==> src/rtl/piox_pkg.sv <==
package piox_pkg;

  typedef enum logic [2:0] {
    XS_OK      = 3'd0,
    XS_DEVERR  = 3'd1,
    XS_TIMEOUT = 3'd2,
    XS_PARAM   = 3'd3,
    XS_NOTRDY  = 3'd4
  } xfer_stat_e;

  localparam logic [7:0] CMD_RD_SECT = 8'h20;
  localparam logic [7:0] CMD_WR_SECT = 8'h30;

  localparam int BIT_BSY = 7;
  localparam int BIT_DRQ = 3;
  localparam int BIT_ERR = 0;

  localparam logic [2:0] RA_DATA = 3'd0;
  localparam logic [2:0] RA_CNT  = 3'd2;
  localparam logic [2:0] RA_ALT  = 3'd6;
  localparam logic [2:0] RA_STAT = 3'd7;

  typedef struct packed {
    logic       wr;
    logic       alt;
    logic [2:0] addr;
    logic [7:0] wdata;
  } bus_op_t;

endpackage

==> src/rtl/piox_timer.sv <==
module piox_timer #(
  parameter int TIMEOUT_CYC = 125_000_000
) (
  input  logic clk,
  input  logic rst_n,
  input  logic run,
  output logic expired
);
  localparam int TW = $clog2(TIMEOUT_CYC + 1);

  logic [TW-1:0] cnt;

  assign expired = (cnt == TW'(TIMEOUT_CYC));

  always_ff @(posedge clk or negedge rst_n) begin
    if (!rst_n)        cnt <= '0;
    else if (!run)     cnt <= '0;
    else if (!expired) cnt <= cnt + 1'b1;
  end

  // once the limit is reached it stays reached while the wait lasts
  assert_timer_latch_R7: assert property (@(posedge clk) disable iff (!rst_n)
    (run && expired) |=> (expired || !run));

endmodule

==> src/rtl/piox_bus_engine.sv <==
module piox_bus_engine
  import piox_pkg::*;
#(
  parameter int SETUP_CYC  = 2,
  parameter int STROBE_CYC = 4,
  parameter int HOLD_CYC   = 2
) (
  input  logic       clk,
  input  logic       rst_n,
  input  logic       start,
  input  bus_op_t    op,
  output logic       done,
  output logic [7:0] rdata,
  output logic [2:0] addr,
  output logic       cs0_n,
  output logic       cs1_n,
  output logic       iord_n,
  output logic       iowr_n,
  output logic [7:0] dout,
  output logic       doe,
  input  logic [7:0] din
);
  localparam int MAX_SW = (SETUP_CYC > STROBE_CYC) ? SETUP_CYC : STROBE_CYC;
  localparam int MAXC   = (MAX_SW > HOLD_CYC) ? MAX_SW : HOLD_CYC;
  localparam int CW     = $clog2(MAXC + 1);

  typedef enum logic [1:0] {E_IDLE, E_SETUP, E_STROBE, E_HOLD} est_e;

  est_e          st;
  logic [CW-1:0] cnt;
  bus_op_t       op_q;
  logic          active;

  always_ff @(posedge clk or negedge rst_n) begin
    if (!rst_n) begin
      st    <= E_IDLE;
      cnt   <= '0;
      op_q  <= '0;
      rdata <= '0;
      done  <= 1'b0;
    end else begin
      done <= 1'b0;
      unique case (st)
        E_IDLE: if (start) begin
          op_q <= op;
          st   <= E_SETUP;
          cnt  <= CW'(SETUP_CYC - 1);
        end
        E_SETUP: if (cnt == '0) begin
          st  <= E_STROBE;
          cnt <= CW'(STROBE_CYC - 1);
        end else cnt <= cnt - 1'b1;
        E_STROBE: if (cnt == '0) begin
          rdata <= din;
          st    <= E_HOLD;
          cnt   <= CW'(HOLD_CYC - 1);
        end else cnt <= cnt - 1'b1;
        E_HOLD: if (cnt == '0) begin
          st   <= E_IDLE;
          done <= 1'b1;
        end else cnt <= cnt - 1'b1;
        default: st <= E_IDLE;
      endcase
    end
  end

  assign active = (st != E_IDLE);
  assign addr   = op_q.addr;
  assign dout   = op_q.wdata;
  assign cs0_n  = !(active && !op_q.alt);
  assign cs1_n  = !(active && op_q.alt);
  assign iord_n = !((st == E_STROBE) && !op_q.wr);
  assign iowr_n = !((st == E_STROBE) && op_q.wr);
  assign doe    = active && op_q.wr;

  // checker: count strobe-low cycles independently of the state counter
  logic [CW-1:0] chk_low;
  always_ff @(posedge clk or negedge rst_n) begin
    if (!rst_n)                chk_low <= '0;
    else if (!iord_n || !iowr_n) chk_low <= chk_low + 1'b1;
    else                       chk_low <= '0;
  end

  assert_strobe_width_R5: assert property (@(posedge clk) disable iff (!rst_n)
    $rose(iord_n && iowr_n) |-> (chk_low == CW'(STROBE_CYC)));

  assert_start_idle_R5: assert property (@(posedge clk) disable iff (!rst_n)
    start |-> !active);

endmodule

==> src/rtl/piox_seq.sv <==
module piox_seq
  import piox_pkg::*;
#(
  parameter int SECTOR_BYTES = 512
) (
  input  logic        clk,
  input  logic        rst_n,
  input  logic        card_ready,
  input  logic        req_valid,
  output logic        req_ready,
  input  logic        req_write,
  input  logic [27:0] req_lba,
  input  logic [7:0]  req_count,
  output logic        xfer_done,
  output logic [2:0]  xfer_status,
  input  logic [7:0]  wr_data,
  input  logic        wr_valid,
  output logic        wr_ready,
  output logic [7:0]  rd_data,
  output logic        rd_valid,
  input  logic        rd_ready,
  output logic        eng_start,
  output bus_op_t     eng_op,
  input  logic        eng_done,
  input  logic [7:0]  eng_rdata,
  output logic        tmr_run,
  input  logic        tmr_expired
);
  localparam int BW = $clog2(SECTOR_BYTES);
  localparam logic [BW-1:0] LAST_BYTE = BW'(SECTOR_BYTES - 1);

  typedef enum logic [2:0] {
    S_IDLE, S_TF, S_POLL, S_XFER, S_BSY, S_ALT, S_STAT
  } sst_e;

  sst_e          st;
  logic [2:0]    idx;
  logic          is_wr;
  logic [27:0]   lba_q;
  logic [7:0]    cnt_q;
  logic [7:0]    sec_left;
  logic [BW-1:0] byte_cnt;
  logic          pend;
  logic [7:0]    tf_byte;
  logic          ready_seen;

  assign req_ready  = (st == S_IDLE);
  assign wr_ready   = (st == S_XFER) && is_wr && !pend;
  assign tmr_run    = (st == S_POLL) || (st == S_BSY);
  assign ready_seen = !eng_rdata[BIT_BSY] && eng_rdata[BIT_DRQ];

  always_comb begin
    unique case (idx)
      3'd0:    tf_byte = cnt_q;
      3'd1:    tf_byte = lba_q[7:0];
      3'd2:    tf_byte = lba_q[15:8];
      3'd3:    tf_byte = lba_q[23:16];
      3'd4:    tf_byte = {4'hE, lba_q[27:24]};
      default: tf_byte = is_wr ? CMD_WR_SECT : CMD_RD_SECT;
    endcase
  end

  always_comb begin
    eng_start = 1'b0;
    eng_op    = '0;
    unique case (st)
      S_TF: begin
        eng_start    = !pend;
        eng_op.wr    = 1'b1;
        eng_op.addr  = 3'(idx + RA_CNT);
        eng_op.wdata = tf_byte;
      end
      S_POLL, S_BSY, S_STAT: begin
        eng_start   = !pend;
        eng_op.addr = RA_STAT;
      end
      S_ALT: begin
        eng_start   = !pend && !rd_valid;
        eng_op.alt  = 1'b1;
        eng_op.addr = RA_ALT;
      end
      S_XFER: begin
        eng_op.addr = RA_DATA;
        if (is_wr) begin
          eng_start    = !pend && wr_valid;
          eng_op.wr    = 1'b1;
          eng_op.wdata = wr_data;
        end else begin
          eng_start = !pend && !rd_valid;
        end
      end
      default: ;
    endcase
  end

  always_ff @(posedge clk or negedge rst_n) begin
    if (!rst_n) begin
      st          <= S_IDLE;
      idx         <= '0;
      is_wr       <= 1'b0;
      lba_q       <= '0;
      cnt_q       <= '0;
      sec_left    <= '0;
      byte_cnt    <= '0;
      pend        <= 1'b0;
      xfer_done   <= 1'b0;
      xfer_status <= XS_OK;
      rd_valid    <= 1'b0;
      rd_data     <= '0;
    end else begin
      xfer_done <= 1'b0;
      if (eng_start)     pend <= 1'b1;
      else if (eng_done) pend <= 1'b0;
      if (rd_valid && rd_ready) rd_valid <= 1'b0;

      unique case (st)
        S_IDLE: if (req_valid) begin
          if (req_count == 8'd0) begin
            xfer_done   <= 1'b1;
            xfer_status <= XS_PARAM;
          end else if (!card_ready) begin
            xfer_done   <= 1'b1;
            xfer_status <= XS_NOTRDY;
          end else begin
            is_wr    <= req_write;
            lba_q    <= req_lba;
            cnt_q    <= req_count;
            sec_left <= req_count;
            idx      <= '0;
            st       <= S_TF;
          end
        end
        S_TF: if (eng_done) begin
          if (idx == 3'd5) st <= S_POLL;
          else             idx <= idx + 1'b1;
        end
        S_POLL: if (eng_done) begin
          if (ready_seen) begin
            st       <= S_XFER;
            byte_cnt <= '0;
          end else if (tmr_expired) begin
            st          <= S_IDLE;
            xfer_done   <= 1'b1;
            xfer_status <= XS_TIMEOUT;
          end
        end
        S_XFER: if (eng_done) begin
          if (!is_wr) begin
            rd_valid <= 1'b1;
            rd_data  <= eng_rdata;
          end
          if (byte_cnt == LAST_BYTE) begin
            byte_cnt <= '0;
            sec_left <= sec_left - 1'b1;
            if (sec_left == 8'd1) st <= is_wr ? S_BSY : S_ALT;
            else                  st <= S_POLL;
          end else begin
            byte_cnt <= byte_cnt + 1'b1;
          end
        end
        S_BSY: if (eng_done) begin
          if (!eng_rdata[BIT_BSY]) begin
            if (eng_rdata[BIT_ERR]) begin
              st          <= S_IDLE;
              xfer_done   <= 1'b1;
              xfer_status <= XS_DEVERR;
            end else begin
              st <= S_ALT;
            end
          end else if (tmr_expired) begin
            st          <= S_IDLE;
            xfer_done   <= 1'b1;
            xfer_status <= XS_TIMEOUT;
          end
        end
        S_ALT: if (eng_done) st <= S_STAT;
        S_STAT: if (eng_done) begin
          st          <= S_IDLE;
          xfer_done   <= 1'b1;
          xfer_status <= XS_OK;
        end
        default: st <= S_IDLE;
      endcase
    end
  end

  assert_rd_hold_R8: assert property (@(posedge clk) disable iff (!rst_n)
    (rd_valid && !rd_ready) |=> (rd_valid && $stable(rd_data)));

  assert_no_read_while_full_R8: assert property (@(posedge clk) disable iff (!rst_n)
    (rd_valid && eng_start) |-> (eng_op.wr || eng_op.addr != RA_DATA || eng_op.alt));

  assert_done_pulse_R13: assert property (@(posedge clk) disable iff (!rst_n)
    xfer_done |=> !xfer_done);

  assert_busy_no_ready_R13: assert property (@(posedge clk) disable iff (!rst_n)
    (req_valid && req_ready && req_count != 8'd0 && card_ready) |=> !req_ready);

endmodule

==> src/rtl/pio_sector_xfer.sv <==
module pio_sector_xfer
  import piox_pkg::*;
#(
  parameter int SETUP_CYC    = 2,
  parameter int STROBE_CYC   = 4,
  parameter int HOLD_CYC     = 2,
  parameter int TIMEOUT_CYC  = 125_000_000,
  parameter int SECTOR_BYTES = 512
) (
  input  logic        clk,
  input  logic        rst_n,
  input  logic        card_ready,
  input  logic        req_valid,
  output logic        req_ready,
  input  logic        req_write,
  input  logic [27:0] req_lba,
  input  logic [7:0]  req_count,
  output logic        xfer_done,
  output logic [2:0]  xfer_status,
  input  logic [7:0]  wr_data,
  input  logic        wr_valid,
  output logic        wr_ready,
  output logic [7:0]  rd_data,
  output logic        rd_valid,
  input  logic        rd_ready,
  output logic [2:0]  ata_addr,
  output logic        ata_cs0_n,
  output logic        ata_cs1_n,
  output logic        ata_iord_n,
  output logic        ata_iowr_n,
  output logic [7:0]  ata_dout,
  output logic        ata_doe,
  input  logic [7:0]  ata_din
);
  logic       eng_start, eng_done;
  bus_op_t    eng_op;
  logic [7:0] eng_rdata;
  logic       tmr_run, tmr_expired;

  piox_seq #(.SECTOR_BYTES(SECTOR_BYTES)) u_seq (
    .clk, .rst_n, .card_ready,
    .req_valid, .req_ready, .req_write, .req_lba, .req_count,
    .xfer_done, .xfer_status,
    .wr_data, .wr_valid, .wr_ready,
    .rd_data, .rd_valid, .rd_ready,
    .eng_start, .eng_op, .eng_done, .eng_rdata,
    .tmr_run, .tmr_expired
  );

  piox_bus_engine #(
    .SETUP_CYC(SETUP_CYC), .STROBE_CYC(STROBE_CYC), .HOLD_CYC(HOLD_CYC)
  ) u_eng (
    .clk, .rst_n,
    .start (eng_start),
    .op    (eng_op),
    .done  (eng_done),
    .rdata (eng_rdata),
    .addr  (ata_addr),
    .cs0_n (ata_cs0_n),
    .cs1_n (ata_cs1_n),
    .iord_n(ata_iord_n),
    .iowr_n(ata_iowr_n),
    .dout  (ata_dout),
    .doe   (ata_doe),
    .din   (ata_din)
  );

  piox_timer #(.TIMEOUT_CYC(TIMEOUT_CYC)) u_tmr (
    .clk, .rst_n,
    .run    (tmr_run),
    .expired(tmr_expired)
  );

  assert_addr_stable_R5: assert property (@(posedge clk) disable iff (!rst_n)
    (!ata_iord_n || !ata_iowr_n) |=> ((ata_iord_n && ata_iowr_n) || $stable(ata_addr)));

  assert_one_cs_R4: assert property (@(posedge clk) disable iff (!rst_n)
    (ata_cs0_n || ata_cs1_n));

  assert_doe_no_read_R9: assert property (@(posedge clk) disable iff (!rst_n)
    ata_doe |-> (ata_iord_n && !(ata_cs0_n && ata_cs1_n)));

endmodule

==> config.mk <==
export PLATFORM = sky130hd
export DESIGN_NAME = pio_sector_xfer
export DESIGN_NICKNAME = d
export VERILOG_FILES = /design/src/rtl/piox_pkg.sv /design/src/rtl/piox_timer.sv /design/src/rtl/piox_bus_engine.sv /design/src/rtl/piox_seq.sv /design/src/rtl/pio_sector_xfer.sv
export SDC_FILE = /design/constraint.sdc
export NUM_CORES = 1
export LEC_CHECK = 0
export BUFFER_PORTS_ARGS = -buffer_cell sky130_fd_sc_hd__buf_2
export CORE_UTILIZATION = 40
export CTS_BUF_LIST = sky130_fd_sc_hd__clkbuf_16
export DETAILED_ROUTE_END_ITERATION = 12
export HOLD_SLACK_MARGIN = 0.06
export PLACE_DENSITY = 0.6
export SETUP_SLACK_MARGIN = 0.15
export SLEW_MARGIN = 0
export SYNTH_ARGS = -nofsm -noshare
export SYNTH_HDL_FRONTEND = slang
export SYNTH_HIERARCHICAL = 1
export SYNTH_SLANG_ARGS = --single-unit
export TNS_END_PERCENT = 5
==> constraint.sdc <==
create_clock -name clk -period 2.65 [get_ports clk]
set_input_delay 0.3975 -clock clk [delete_from_list [all_inputs] [get_ports clk]]
set_output_delay 0.3975 -clock clk [all_outputs]
set_load 0.01 [all_outputs]
==> key figures <==
Final layout
  – # diodes: 0
  – Most common cell after layout, fill and taps aside: dfrtp_1
  – Area grow syn2layout: 17.90%
  – Multi-input logic area: 3342 µm²
  – Layout net count: 806
  – Design Area, Final: 8119 µm²
  – Commonest non-fill, non-tap cells in the layout: dfrtp_1, buf_2, mux2_2
  – FILL cells: 1555
  – Share of layout cells above drive strength 1: 29.96%
  – Seq. cell area: 3203 µm²

Setup path
  – Cells along the critical path: buf_4, and3b_1, nand2_1, nor2_1, buf_2
  – Startpoint types: register
  – Max stage delay cell, worst path: dfrtp_1
  – CP delay by family, top: flip-flops
  – Worst Path Max Fanout: 12
  – CP Capture Type: output pin
  – FF-to-FF path depth: 8
  – WS Path Type: register to output pin
  – Worst path buffer plus inverter count: 2
  – Worst path depth: 5
  – R2R Setup Slk: 0.31 ns
  – Critical path required time: 2.25 ns
  – WP data arrival: 1.97 ns
  – Worst path max stage delay: 0.58 ns

Die
  – Core Rows: 47
  – Initial Util: 41.23%
  – # IOs: 90
  – Full die area: 17740 µm²
  – Core area: 16700 µm²
  – Die H: 133.2 µm
  – Die width: 133.2 µm

Synthesis
  – Syn Inst Count: 648
  – Synth warn: 6
  – Area leader, netlist: dfrtp_1
  – Count of cell types in the netlist: 75
  – Mean Syn Cell Area: 10.63 µm²
  – Top post-synthesis cells by area: dfrtp_1, mux2_2, ha_1
  – Post-synthesis net count: 725
  – Seq cells post-synth: 128
  – Ys flop type: dfrtp_1
  – EDFF count, synth: 0
  – Post-synth ARST share: 100.0%
  – Post-synth top area share: 46.51%
  – Mapped cell area: 6887 µm²
  – Register area share after synthesis: 46.51%

STA
  – Worst Skew: 0.007283 ns
  – Setup violations, final: 0
  – Rel. slew slack: 53.31%
  – Max Clk Rate: 0.4228 GHz
  – Max-slew violation count: 0
  – Tmin final: 2.365 ns
  – Endpoints failing hold: 0
  – Worst Tran Pin Value: 0.6978 ns
  – Setup TNS: 0 ns
  – RSZ-0062 raised after global routing: false
  – Setup slack after layout: 0.2845 ns
  – Period utilisation layout: 89.26%

Clock tree
  – TritonCTS clock tree: yes
  – Total CTS buffers: 17
  – Post-CTS setup buffers: 0
  – Clk_lat worst skew: 0.41 ns
  – Clock-pin slew on the worst setup and hold paths: 0.05 ns
  – Clk buf depth: 2
  – CTS sink cnt: 128
  – H-tree depth: 4
  – Root Buffer: clkbuf_16

Drt
  – # DRC: 0
  – Initial DRC Count: 413
  – Antenna Nets Post-Route: 0
  – DRT Pass-1 Iters: 5
  – Drt via density: 5.578
  – Final wirelength: 16260 µm
  – Vias: 5360
  – Mean routed wirelength per cell: 16.92 µm

GRT
  – Tot GR Track Use: 19.11%
  – First-pass GRT wire length: 27010 µm
  – Vias in the first global route: 5394
  – Grt ovf: 0
  – Largest net degree at the start of global routing: 50
  – Initial antenna violation count: 0

Flow run
  – Max-Cap Viols: 0

Pwr
  – Pwr Total: 6.063 mW
  – Leakage: 3.721 nW
  – Maximum vdd drop: 0.0006475 V
  – Power per standard cell area: 746.8 nW/µm²

Worst hold path
  – Worst Hold Class: input pin to register
  – Worst Hold Depth: 2

Placement
  – Placement Setup Slack: 0.3388 ns
  – Gpl congestion: 0.8876
  – HPWL after DPL: 11730 µm
  – Area after DPL: 7510 µm²
  – Number of port buffers: 89

Status
  – Status: completed
==> cell usage after synthesis (all sizes together), types with 5 or more instances <==
| cell | n |
|---|---|
| a211oi | 8 |
| a21oi | 25 |
| a222oi | 5 |
| a22o | 11 |
| and2 | 6 |
| and3 | 8 |
| and4 | 6 |
| buf | 21 |
| clkbuf | 21 |
| dfrtp | 128 |
| ha | 18 |
| inv | 26 |
| mux2 | 72 |
| mux2i | 7 |
| nand2 | 44 |
| nand2b | 13 |
| nand3 | 21 |
| nand4 | 12 |
| nor2 | 32 |
| nor2b | 6 |
| nor3 | 9 |
| nor4 | 8 |
| o211ai | 5 |
| o21ai | 37 |
| o31ai | 8 |
| or3 | 8 |
| or4 | 8 |
| xor2 | 9 |
==> where the power goes <==
part	internal (mW)	total, mW	switching (mW)
combinational	0.639	1.27	0.627
clock	1.47	2.34	0.869
sequential	2.24	2.45	0.211
==> metrics by stage <==
step                instances  utilization (%)  hold WS [ns]
floorplan                 648                -        0.1019
global placement          929            44.97        0.4266
detailed placement        929            44.97        0.4353
CTS                       961            48.58        0.1628
global route              961            48.61        0.1578
finish                    961            48.61        0.1855
==> flip-flops by register name, indices dropped and copies added (netlist names), 8 cells and up <==
name            flops
u_eng/dout          8
u_tmr/cnt          27
u_seq/cnt_q         8
u_seq/lba_q        28
u_seq/rd_data       8
u_seq/sec_left      8
u_seq/byte_cnt      9
u_eng/rdata         8
==> timing repair <==
action	in CTS	in global routing
resized for setup	0	1
setup endpoints to repair	0	2
endpoints found under the hold margin	39	0
hold buffers	1	0
==> worst paths after layout <==
| kind | start | end |
|---|---|---|
| setup / recovery | u_seq/st[1]$_DFFE_PN0P_ | wr_ready |
| hold / removal | rd_ready | u_seq/rd_valid$_DFF_PN0_ |
| setup reg to reg | u_seq/byte_cnt[0]$_DFFE_PN0P_ | u_seq/sec_left[1]$_DFFE_PN0P_ |
| hold reg to reg | u_eng/dout[1]$_DFFE_PN0P_ | u_eng/dout[1]$_DFFE_PN0P_ |
| max in group asynchronous | rst_n | u_seq/st[2]$_DFFE_PN0P_ |
| min in group asynchronous | rst_n | u_tmr/cnt[6]$_DFFE_PN0P_ |
==> cells by family after synthesis <==
group	count (synthesis)	share of synthesized area (%)
simple gates	201	16.46
xor+xnor	13	1.653
buf+inv	69	5.069
mux	79	12.90
fa+ha+maj	18	3.270
flops	128	46.51
compound gates	140	14.14
==> area by class of cell <==
cell class	count	area share (%)
clock buffer	17	5.240
clock inverter	14	2.065
inverter	26	1.202
multi-input combinational	451	41.16
sequential	128	39.45
tap	220	3.390
timing repair buffer	105	7.490
==> metal layers <==
| layer | wire length (µm) | up-vias | track usage, % | share of wire [%] |
|---|---|---|---|---|
| met1 | 7579 | 2635 | 25.88 | 47 |
| met3 | 841 | 11 | 4.186 | 5.2 |
| met4 | 159 | 0 | 5.682 | 0.98 |
| met5 | 0 | - | 0 | 0 |
| met2 | 7677 | 157 | 30.69 | 47 |
| li1 | - | 2557 | - | - |
No activity file was read; power rests on OpenSTA's default activity.
